**src/rtl/dtx_pkg.sv**
```systemverilog
package dtx_pkg;
  localparam int MAX_BYTES     = 8;
  localparam int BYTE_IDX_W    = $clog2(MAX_BYTES);
  localparam int DIV_W         = 16;
  localparam int BITS_PER_BYTE = 9;
  localparam int SLOTS_PER_BIT = 3;

  localparam logic [3:0] ADDR_CTRL   = 4'd8;
  localparam logic [3:0] ADDR_START  = 4'd9;
  localparam logic [3:0] ADDR_DIV_LO = 4'd10;
  localparam logic [3:0] ADDR_DIV_HI = 4'd11;

  typedef struct packed {
    logic                  cont;
    logic                  env_mode;
    logic [BYTE_IDX_W-1:0] last_byte;
  } ctrl_t;

  // parity bit giving an odd number of ones across byte plus parity
  function automatic logic odd_parity(input logic [7:0] b);
    return ~(^b);
  endfunction

  // bit sent at position idx of a byte frame: 0..7 data MSB first, 8 parity
  function automatic logic frame_bit(input logic [7:0] b, input logic [3:0] idx);
    logic [2:0] pos;
    if (idx >= 4'd8) return odd_parity(b);
    pos = 3'd7 - idx[2:0];
    return b[pos];
  endfunction

  // number of tone slots at the start of a bit period
  function automatic logic [1:0] tone_slots(input logic v);
    return v ? 2'd1 : 2'd2;
  endfunction

  // divider value with zero mapped to one
  function automatic logic [DIV_W-1:0] eff_div(input logic [DIV_W-1:0] d);
    return (d == '0) ? DIV_W'(1) : d;
  endfunction
endpackage

```
**src/rtl/dtx_regs.sv**
```systemverilog
module dtx_regs
  import dtx_pkg::*;
#(
  parameter logic [DIV_W-1:0] DIV_RESET = 16'd1136
) (
  input  logic                      clk,
  input  logic                      rst_n,
  input  logic                      wr_en,
  input  logic [3:0]                wr_addr,
  input  logic [7:0]                wr_data,
  input  logic                      busy,
  output logic [MAX_BYTES-1:0][7:0] msg_bytes,
  output ctrl_t                     ctrl,
  output logic [DIV_W-1:0]          div_val,
  output logic                      start_req
);
  logic cfg_we;
  assign cfg_we    = wr_en && !busy;
  assign start_req = wr_en && (wr_addr == ADDR_START) && wr_data[0];

  always_ff @(posedge clk or negedge rst_n) begin
    if (!rst_n) begin
      msg_bytes <= '0;
    end else if (cfg_we) begin
      for (int i = 0; i < MAX_BYTES; i++) begin
        if (wr_addr == 4'(i)) msg_bytes[i] <= wr_data;
      end
    end
  end

  always_ff @(posedge clk or negedge rst_n) begin
    if (!rst_n) begin
      ctrl    <= '0;
      div_val <= DIV_RESET;
    end else if (cfg_we) begin
      case (wr_addr)
        ADDR_CTRL:   ctrl          <= ctrl_t'(wr_data[BYTE_IDX_W+1:0]);
        ADDR_DIV_LO: div_val[7:0]  <= wr_data;
        ADDR_DIV_HI: div_val[15:8] <= wr_data;
        default: ;
      endcase
    end
  end
endmodule

```
**src/rtl/dtx_carrier.sv**
```systemverilog
module dtx_carrier
  import dtx_pkg::*;
(
  input  logic             clk,
  input  logic             rst_n,
  input  logic             restart,
  input  logic [DIV_W-1:0] div_val,
  output logic             tick,
  output logic             sq
);
  logic [DIV_W-1:0] cnt;
  logic [DIV_W-1:0] limit;
  logic             at_limit;

  assign limit    = eff_div(div_val) - DIV_W'(1);
  assign at_limit = (cnt >= limit);
  assign tick     = at_limit && !restart;

  always_ff @(posedge clk or negedge rst_n) begin
    if (!rst_n) begin
      cnt <= '0;
      sq  <= 1'b0;
    end else if (restart) begin
      cnt <= '0;
      sq  <= 1'b1;
    end else if (at_limit) begin
      cnt <= '0;
      sq  <= ~sq;
    end else begin
      cnt <= cnt + DIV_W'(1);
    end
  end
endmodule

```
**src/rtl/dtx_sequencer.sv**
```systemverilog
module dtx_sequencer
  import dtx_pkg::*;
#(
  parameter int SLOT_TICKS = 22,
  localparam int TCNT_W    = (SLOT_TICKS > 2) ? $clog2(SLOT_TICKS) : 1
) (
  input  logic                      clk,
  input  logic                      rst_n,
  input  logic                      start_req,
  input  logic                      tick,
  input  logic [MAX_BYTES-1:0][7:0] msg_bytes,
  input  logic [BYTE_IDX_W-1:0]     last_byte,
  output logic                      accept,
  output logic                      busy,
  output logic                      done,
  output logic                      env,
  output logic                      msg_end,
  output logic [TCNT_W-1:0]         tcnt
);
  logic [1:0]            slot_idx;
  logic [3:0]            bit_idx;
  logic [BYTE_IDX_W-1:0] byte_idx;
  logic [7:0]            cur_byte;
  logic                  cur_bit;
  logic                  slot_end, bit_end, byte_end;

  assign accept   = start_req && !busy;
  assign cur_byte = msg_bytes[byte_idx];
  assign cur_bit  = frame_bit(cur_byte, bit_idx);
  assign env      = busy && (slot_idx < tone_slots(cur_bit));

  assign slot_end = busy && tick && (tcnt == TCNT_W'(SLOT_TICKS - 1));
  assign bit_end  = slot_end && (slot_idx == 2'(SLOTS_PER_BIT - 1));
  assign byte_end = bit_end && (bit_idx == 4'(BITS_PER_BYTE - 1));
  assign msg_end  = byte_end && (byte_idx == last_byte);

  always_ff @(posedge clk or negedge rst_n) begin
    if (!rst_n) begin
      busy     <= 1'b0;
      done     <= 1'b0;
      tcnt     <= '0;
      slot_idx <= '0;
      bit_idx  <= '0;
      byte_idx <= '0;
    end else if (accept) begin
      busy     <= 1'b1;
      done     <= 1'b0;
      tcnt     <= '0;
      slot_idx <= '0;
      bit_idx  <= '0;
      byte_idx <= '0;
    end else if (busy && tick) begin
      if (!slot_end) begin
        tcnt <= tcnt + TCNT_W'(1);
      end else begin
        tcnt <= '0;
        if (!bit_end) begin
          slot_idx <= slot_idx + 2'd1;
        end else begin
          slot_idx <= '0;
          if (!byte_end) begin
            bit_idx <= bit_idx + 4'd1;
          end else begin
            bit_idx <= '0;
            if (!msg_end) begin
              byte_idx <= byte_idx + BYTE_IDX_W'(1);
            end else begin
              byte_idx <= '0;
              busy     <= 1'b0;
              done     <= 1'b1;
            end
          end
        end
      end
    end
  end
endmodule

```
**src/rtl/dish_tone_tx.sv**
```systemverilog
module dish_tone_tx
  import dtx_pkg::*;
#(
  parameter int               SLOT_TICKS = 22,
  parameter logic [DIV_W-1:0] DIV_RESET  = 16'd1136
) (
  input  logic       clk,
  input  logic       rst_n,
  input  logic       wr_en,
  input  logic [3:0] wr_addr,
  input  logic [7:0] wr_data,
  output logic       tone_out,
  output logic       busy,
  output logic       done
);
  localparam int TCNT_W = (SLOT_TICKS > 2) ? $clog2(SLOT_TICKS) : 1;

  logic [MAX_BYTES-1:0][7:0] msg_bytes;
  ctrl_t                     ctrl;
  logic [DIV_W-1:0]          div_val;
  logic                      start_req;
  logic                      accept;
  logic                      tick;
  logic                      sq;
  logic                      env;
  logic                      msg_end;
  logic [TCNT_W-1:0]         tcnt;
  logic                      mode_env;
  logic                      cont_on;

  assign mode_env = ctrl.env_mode;
  assign cont_on  = ctrl.cont;

  dtx_regs #(.DIV_RESET(DIV_RESET)) u_regs (
    .clk       (clk),
    .rst_n     (rst_n),
    .wr_en     (wr_en),
    .wr_addr   (wr_addr),
    .wr_data   (wr_data),
    .busy      (busy),
    .msg_bytes (msg_bytes),
    .ctrl      (ctrl),
    .div_val   (div_val),
    .start_req (start_req)
  );

  dtx_carrier u_carrier (
    .clk     (clk),
    .rst_n   (rst_n),
    .restart (accept),
    .div_val (div_val),
    .tick    (tick),
    .sq      (sq)
  );

  dtx_sequencer #(.SLOT_TICKS(SLOT_TICKS)) u_seq (
    .clk       (clk),
    .rst_n     (rst_n),
    .start_req (start_req),
    .tick      (tick),
    .msg_bytes (msg_bytes),
    .last_byte (ctrl.last_byte),
    .accept    (accept),
    .busy      (busy),
    .done      (done),
    .env       (env),
    .msg_end   (msg_end),
    .tcnt      (tcnt)
  );

  always_comb begin
    if (busy)         tone_out = env && (mode_env || sq);
    else if (cont_on) tone_out = sq;
    else              tone_out = 1'b0;
  end
endmodule

```
**config.mk**
```make
export PLATFORM = sky130hd
export DESIGN_NAME = dish_tone_tx
export DESIGN_NICKNAME = d
export VERILOG_FILES = /design/src/rtl/dtx_pkg.sv /design/src/rtl/dtx_regs.sv /design/src/rtl/dtx_carrier.sv /design/src/rtl/dtx_sequencer.sv /design/src/rtl/dish_tone_tx.sv
export SDC_FILE = /design/constraint.sdc
export NUM_CORES = 1
export LEC_CHECK = 0
export BUFFER_PORTS_ARGS = -buffer_cell sky130_fd_sc_hd__buf_2
export CORE_UTILIZATION = 25
export DETAILED_ROUTE_END_ITERATION = 6
export GPL_TIMING_DRIVEN = 0
export PLACE_DENSITY = 0.44
export SETUP_SLACK_MARGIN = 0.15
export SLEW_MARGIN = 20
export SYNTH_ARGS = -nofsm -noshare
export SYNTH_HDL_FRONTEND = slang
export SYNTH_SLANG_ARGS = --single-unit
```
**constraint.sdc**
```tcl
create_clock -name clk -period 6.6 [get_ports clk]
set_input_delay 0.99 -clock clk [delete_from_list [all_inputs] [get_ports clk]]
set_output_delay 0.99 -clock clk [all_outputs]
set_load 0.03 [all_outputs]
```
==> implementation parameters <==
Parameter                              Value

Power and ir drop
  Internal power ... 1.43 mW
  Part of the total power dissipated in sequential elements ... 41.0%
  Largest vdd supply drop ... 0.135 mV
  PwrDens ... 268 nW/µm²
  Clock network fraction of total power ... 47.2%
  Sw frac ... 27.5%
  Total net switching power ... 0.543 mW
  Portion of total power attributed to combinational logic ... 11.8%
  Leakage ... 3.44 nW

Detailed routing
  Drt first pass iters ... 4
  Residual antenna-violating net count after detailed routing ... 0
  DR DRC count ... 0
  Iteration-0 DRC count of the detailed router ... 192
  Vias/cell ... 4.56
  Via count ... 4,080
  Routed wire length ... 14.6 mm
  Routed wire per std cell ... 16.3 µm

STA
  Clock Skews ... 0.00505 ns
  Max-slew violation count ... 0
  Transition time at the pin with the least slew margin ... 0.757 ns
  Fmax ... 185 MHz
  Tightest hold margin ... 0.502 ns
  Sum Neg Setup Slack ... 0 ns
  Final critical-path share of the clock period ... 81.8%
  RSZ-0062 raised after global routing ... no
  Worst rel slew slack ... 49.6%
  Final critical path time including I/O delays and setup ... 5.40 ns
  Final Hold Viols ... 0
  Number of endpoints failing setup at the final stage ... 0

Yosys
  FF+latch count, synth ... 118
  Post-synthesis share of cell area spent on and, or, nand and nor gates ... 11.4%
  Post-synthesis share of cell area spent on full adders, half adders and majority gates ... 4.62%
  Synth warn ... 0
  Share of the synthesized area in compound gates (AO/OA/AOI/OAI) ... 6.01%
  Part of the Yosys area used for sequential elements ... 47.5%
  Net count after synthesis ... 560
  EDFF count, synth ... 0
  Leading post-synthesis cells by cell area ... sky130_fd_sc_hd__dfrtp_1 (46%), sky130_fd_sc_hd__mux2_2 (18%), sky130_fd_sc_hd__ha_1 (4.6%)
  Syn Std Cell Area ... 6230 µm²
  Xor and xnor fraction of the mapped netlist area ... 5.90%
  Area share of the leading cell type in the synthesized netlist ... 45.8%
  Combinational family with the most area after synthesis ... multiplexers
  Mux contribution to synthesized area ... 22.0%
  Syn_area_per_cell ... 11.9 µm²
  Post-synthesis cell count ... 522
  Largest area contributor in the synthesized netlist ... sky130_fd_sc_hd__dfrtp_1
  Primary flip-flop cell chosen by synthesis mapping ... sky130_fd_sc_hd__dfrtp_1
  Synth unique cells ... 55
  Ys async rst share ... 100%

Worst setup path
  Critical path's slowest cell ... sky130_fd_sc_hd__o41ai_4
  Reg2Reg Launch Point ... u_regs.div_val[8]$_DFFE_PN0P_
  Category of the worst setup path capture point ... flip-flop
  Depth of the worst register-to-register path ... 17
  Largest stage delay on the critical path ... 0.64 ns
  Cell Chain, Critical Path ... or4_1 -> nor4_1 -> or3b_1 -> nor4_4 -> a31oi_1 -> ha_1 -> and3_1 -> nand2_1 -> nor3_1 -> xnor2_1 -> ha_1 -> and4_1 -> nand2_1 -> o41ai_4 -> nand3_1 -> nor2_1 -> mux2i_1
  Critical Path RT ... 6.94 ns
  Critical path fanouts, max ... 9
  Worst EP arrival ... 5.73 ns
  Critical Path Source Type ... flip-flop
  Reg-to-reg endpoint ... u_seq.byte_idx[0]$_DFFE_PN0P_
  Setup slack of the most critical reg-to-reg path ... 1.20 ns
  Critical path class ... flip-flop to flip-flop

Clock network
  Worst skew pair latency ... 0.41 ns
  CTS tree ... yes
  # resized after CTS ... 0
  Cts hold-fix bufs ... 0
  Number of buffers created by CTS ... 17
  Post CTS Setup Buffer Count ... 0
  Number of sinks on the clock net ... 118
  Clk slew on worst S/H paths ... 0.06 ns
  Cell chosen for the clock root ... sky130_fd_sc_hd__clkbuf_16
  Level count of the clock H-tree ... 4
  Largest buffer count on any clock path ... 2

Job
  Max-Cap Viols ... 0

GRT
  Overall fraction of global-route tracks in use ... 12.4%
  Antenna violations before repair ... 0
  Via count of the first global-routing pass ... 4,494
  Pin count of the biggest net entering global routing ... 68
  Sum of overflow across all layers after global routing ... 0
  Global-route wire length before repair ... 24.4 mm

Status
  Run status ... finished clean

Min path
  Worst hold path class ... flip-flop to flip-flop
  Worst hold stages ... 1
  Worst min-delay path startpoint ... u_regs.msg_bytes[61]$_DFFE_PN0P_
  Sink of the worst hold path ... u_regs.msg_bytes[61]$_DFFE_PN0P_

Layout
  Fraction of layout instances using a drive strength above 1 ... 29.3%
  Area growth from synthesis to layout ... 18.1%
  Final cell utilization of the core ... 30.2%
  Most common library cell in the layout ignoring fill and taps ... sky130_fd_sc_hd__dfrtp_1
  Count of antenna diodes in the layout ... 0
  Commonest cells after routing, fill and taps aside ... sky130_fd_sc_hd__dfrtp_1 (114), sky130_fd_sc_hd__mux2_2 (98), sky130_fd_sc_hd__nor2_1 (37)
  Post-layout net count ... 595

Placement
  Count of buffers inserted at the top-level ports ... 13
  Placed wire-length estimate ... 10.5 mm
  Final RePlAce weighted congestion ... 0.740

Die
  Die extent in y ... 160 µm
  FP Rows ... 57
  Area of the die ... 25,600 µm²
  Top-Level Pins ... 18
  Core outline area ... 24,400 µm²
  X dimension of the die ... 160 µm
  Effective utilization at floorplan ... 25.5%
worst max-delay path by stage:
| stage | from | to |
|---|---|---|
| 2_1_floorplan | u_regs.div_val[9]$_DFFE_PN0P_ | u_seq.byte_idx[2]$_DFFE_PN0P_ |
| 3_3_place_gp | u_regs.div_val[8]$_DFFE_PN0P_ | u_seq.byte_idx[0]$_DFFE_PN0P_ |
| 3_5_place_dp | u_regs.div_val[8]$_DFFE_PN0P_ | u_seq.byte_idx[1]$_DFFE_PN0P_ |
| 4_1_cts | u_regs.div_val[8]$_DFFE_PN0P_ | u_carrier.cnt[13]$_DFF_PN0_ |
| 5_1_grt | u_regs.div_val[8]$_DFFE_PN0P_ | u_seq.byte_idx[1]$_DFFE_PN0P_ |
| 6_report | u_regs.div_val[8]$_DFFE_PN0P_ | u_seq.byte_idx[0]$_DFFE_PN0P_ |
power groups by stage:
stage,clock [mW],combinational (mW),sequential (mW)
5_1_grt,0.991,0.273,0.816
3_3_place_gp,0,0.223,0.820
3_5_place_dp,0,0.236,0.822
6_report,0.930,0.232,0.809
2_1_floorplan,0,0.169,0.809
4_1_cts,0.958,0.238,0.809
through the flow:
| stage | setup slack (ns) | instances | cell area (µm²) | power, mW |
|---|---|---|---|---|
| 2_1_floorplan | 1.92 | 522 | 6230 | 0.978 |
| 3_3_place_gp | 1.20 | 859 | 6700 | 1.04 |
| 3_5_place_dp | 1.20 | 862 | 6760 | 1.06 |
| 4_1_cts | 1.16 | 894 | 7360 | 2.01 |
| 5_1_grt | 0.684 | 894 | 7360 | 2.08 |
| 6_report | 1.20 | 894 | 7360 | 1.97 |
routing by layer:
layer / up-vias / global-route usage, % / wire length, µm
li1: 1965 / - / -
met1: 2043 / 15.3 / 6720
met2: 64 / 21.2 / 7220
met3: 8 / 3.61 / 523
met4: 0 / 3.29 / 140
met5: - / 0 / 0
cells in the mapped netlist, drive strengths merged, types with 2 or more instances:
library cell  instances
ha                   23
or3b                  2
o22ai                 9
nand2                24
or3                   4
dfstp                 4
a21o                  6
nand3                18
a221oi                8
and3                 10
xnor2                21
o21ai                 4
nand2b                4
and4                  3
nor4                  4
clkbuf               13
nand4                 9
mux2                101
nor2b                 4
dfrtp               114
nor2                 37
mux2i                20
nor3                 10
xor2                 21
a211oi                2
inv                  11
buf                   8
a21oi                 8
critical path: cells and delay by family, from the launching register on:
family	cells	cell delay [ns]
XOR/XNOR	1	0.13
adder cells (fa/ha/maj)	2	0.53
AO/OA/AOI/OAI	2	0.80
multiplexers	1	0.25
AND/OR/NAND/NOR	11	3.17
flip-flops	1	0.43
layout make-up:
type                       instances  area [µm²]
buffer                            21         113
multi-input combinational        371        3120
clock buffer                      17         425
clock inverter                    15         171
inverter                          12        45.0
sequential                       118        2960
timing repair buffer              16         114
tap                              324         405
fill                            2511       17000
logic make-up after synthesis:
kind of cell / Yosys count
flops: 118
fa+ha+maj: 23
simple gates: 137
mux: 122
compound gates: 47
xor+xnor: 42
buf+inv: 33
state kept, by name, indices dropped and copies added, names as in the netlist:
name / count
u_seq.tcnt: 5
u_seq.byte_idx: 3
u_regs.ctrl: 5
u_regs.div_val: 16
u_seq.busy: 1
u_seq.slot_idx: 2
u_carrier.sq: 1
u_seq.done: 1
u_regs.msg_bytes: 64
u_carrier.cnt: 16
u_seq.bit_idx: 4
Power figures use the tool's default switching activity.
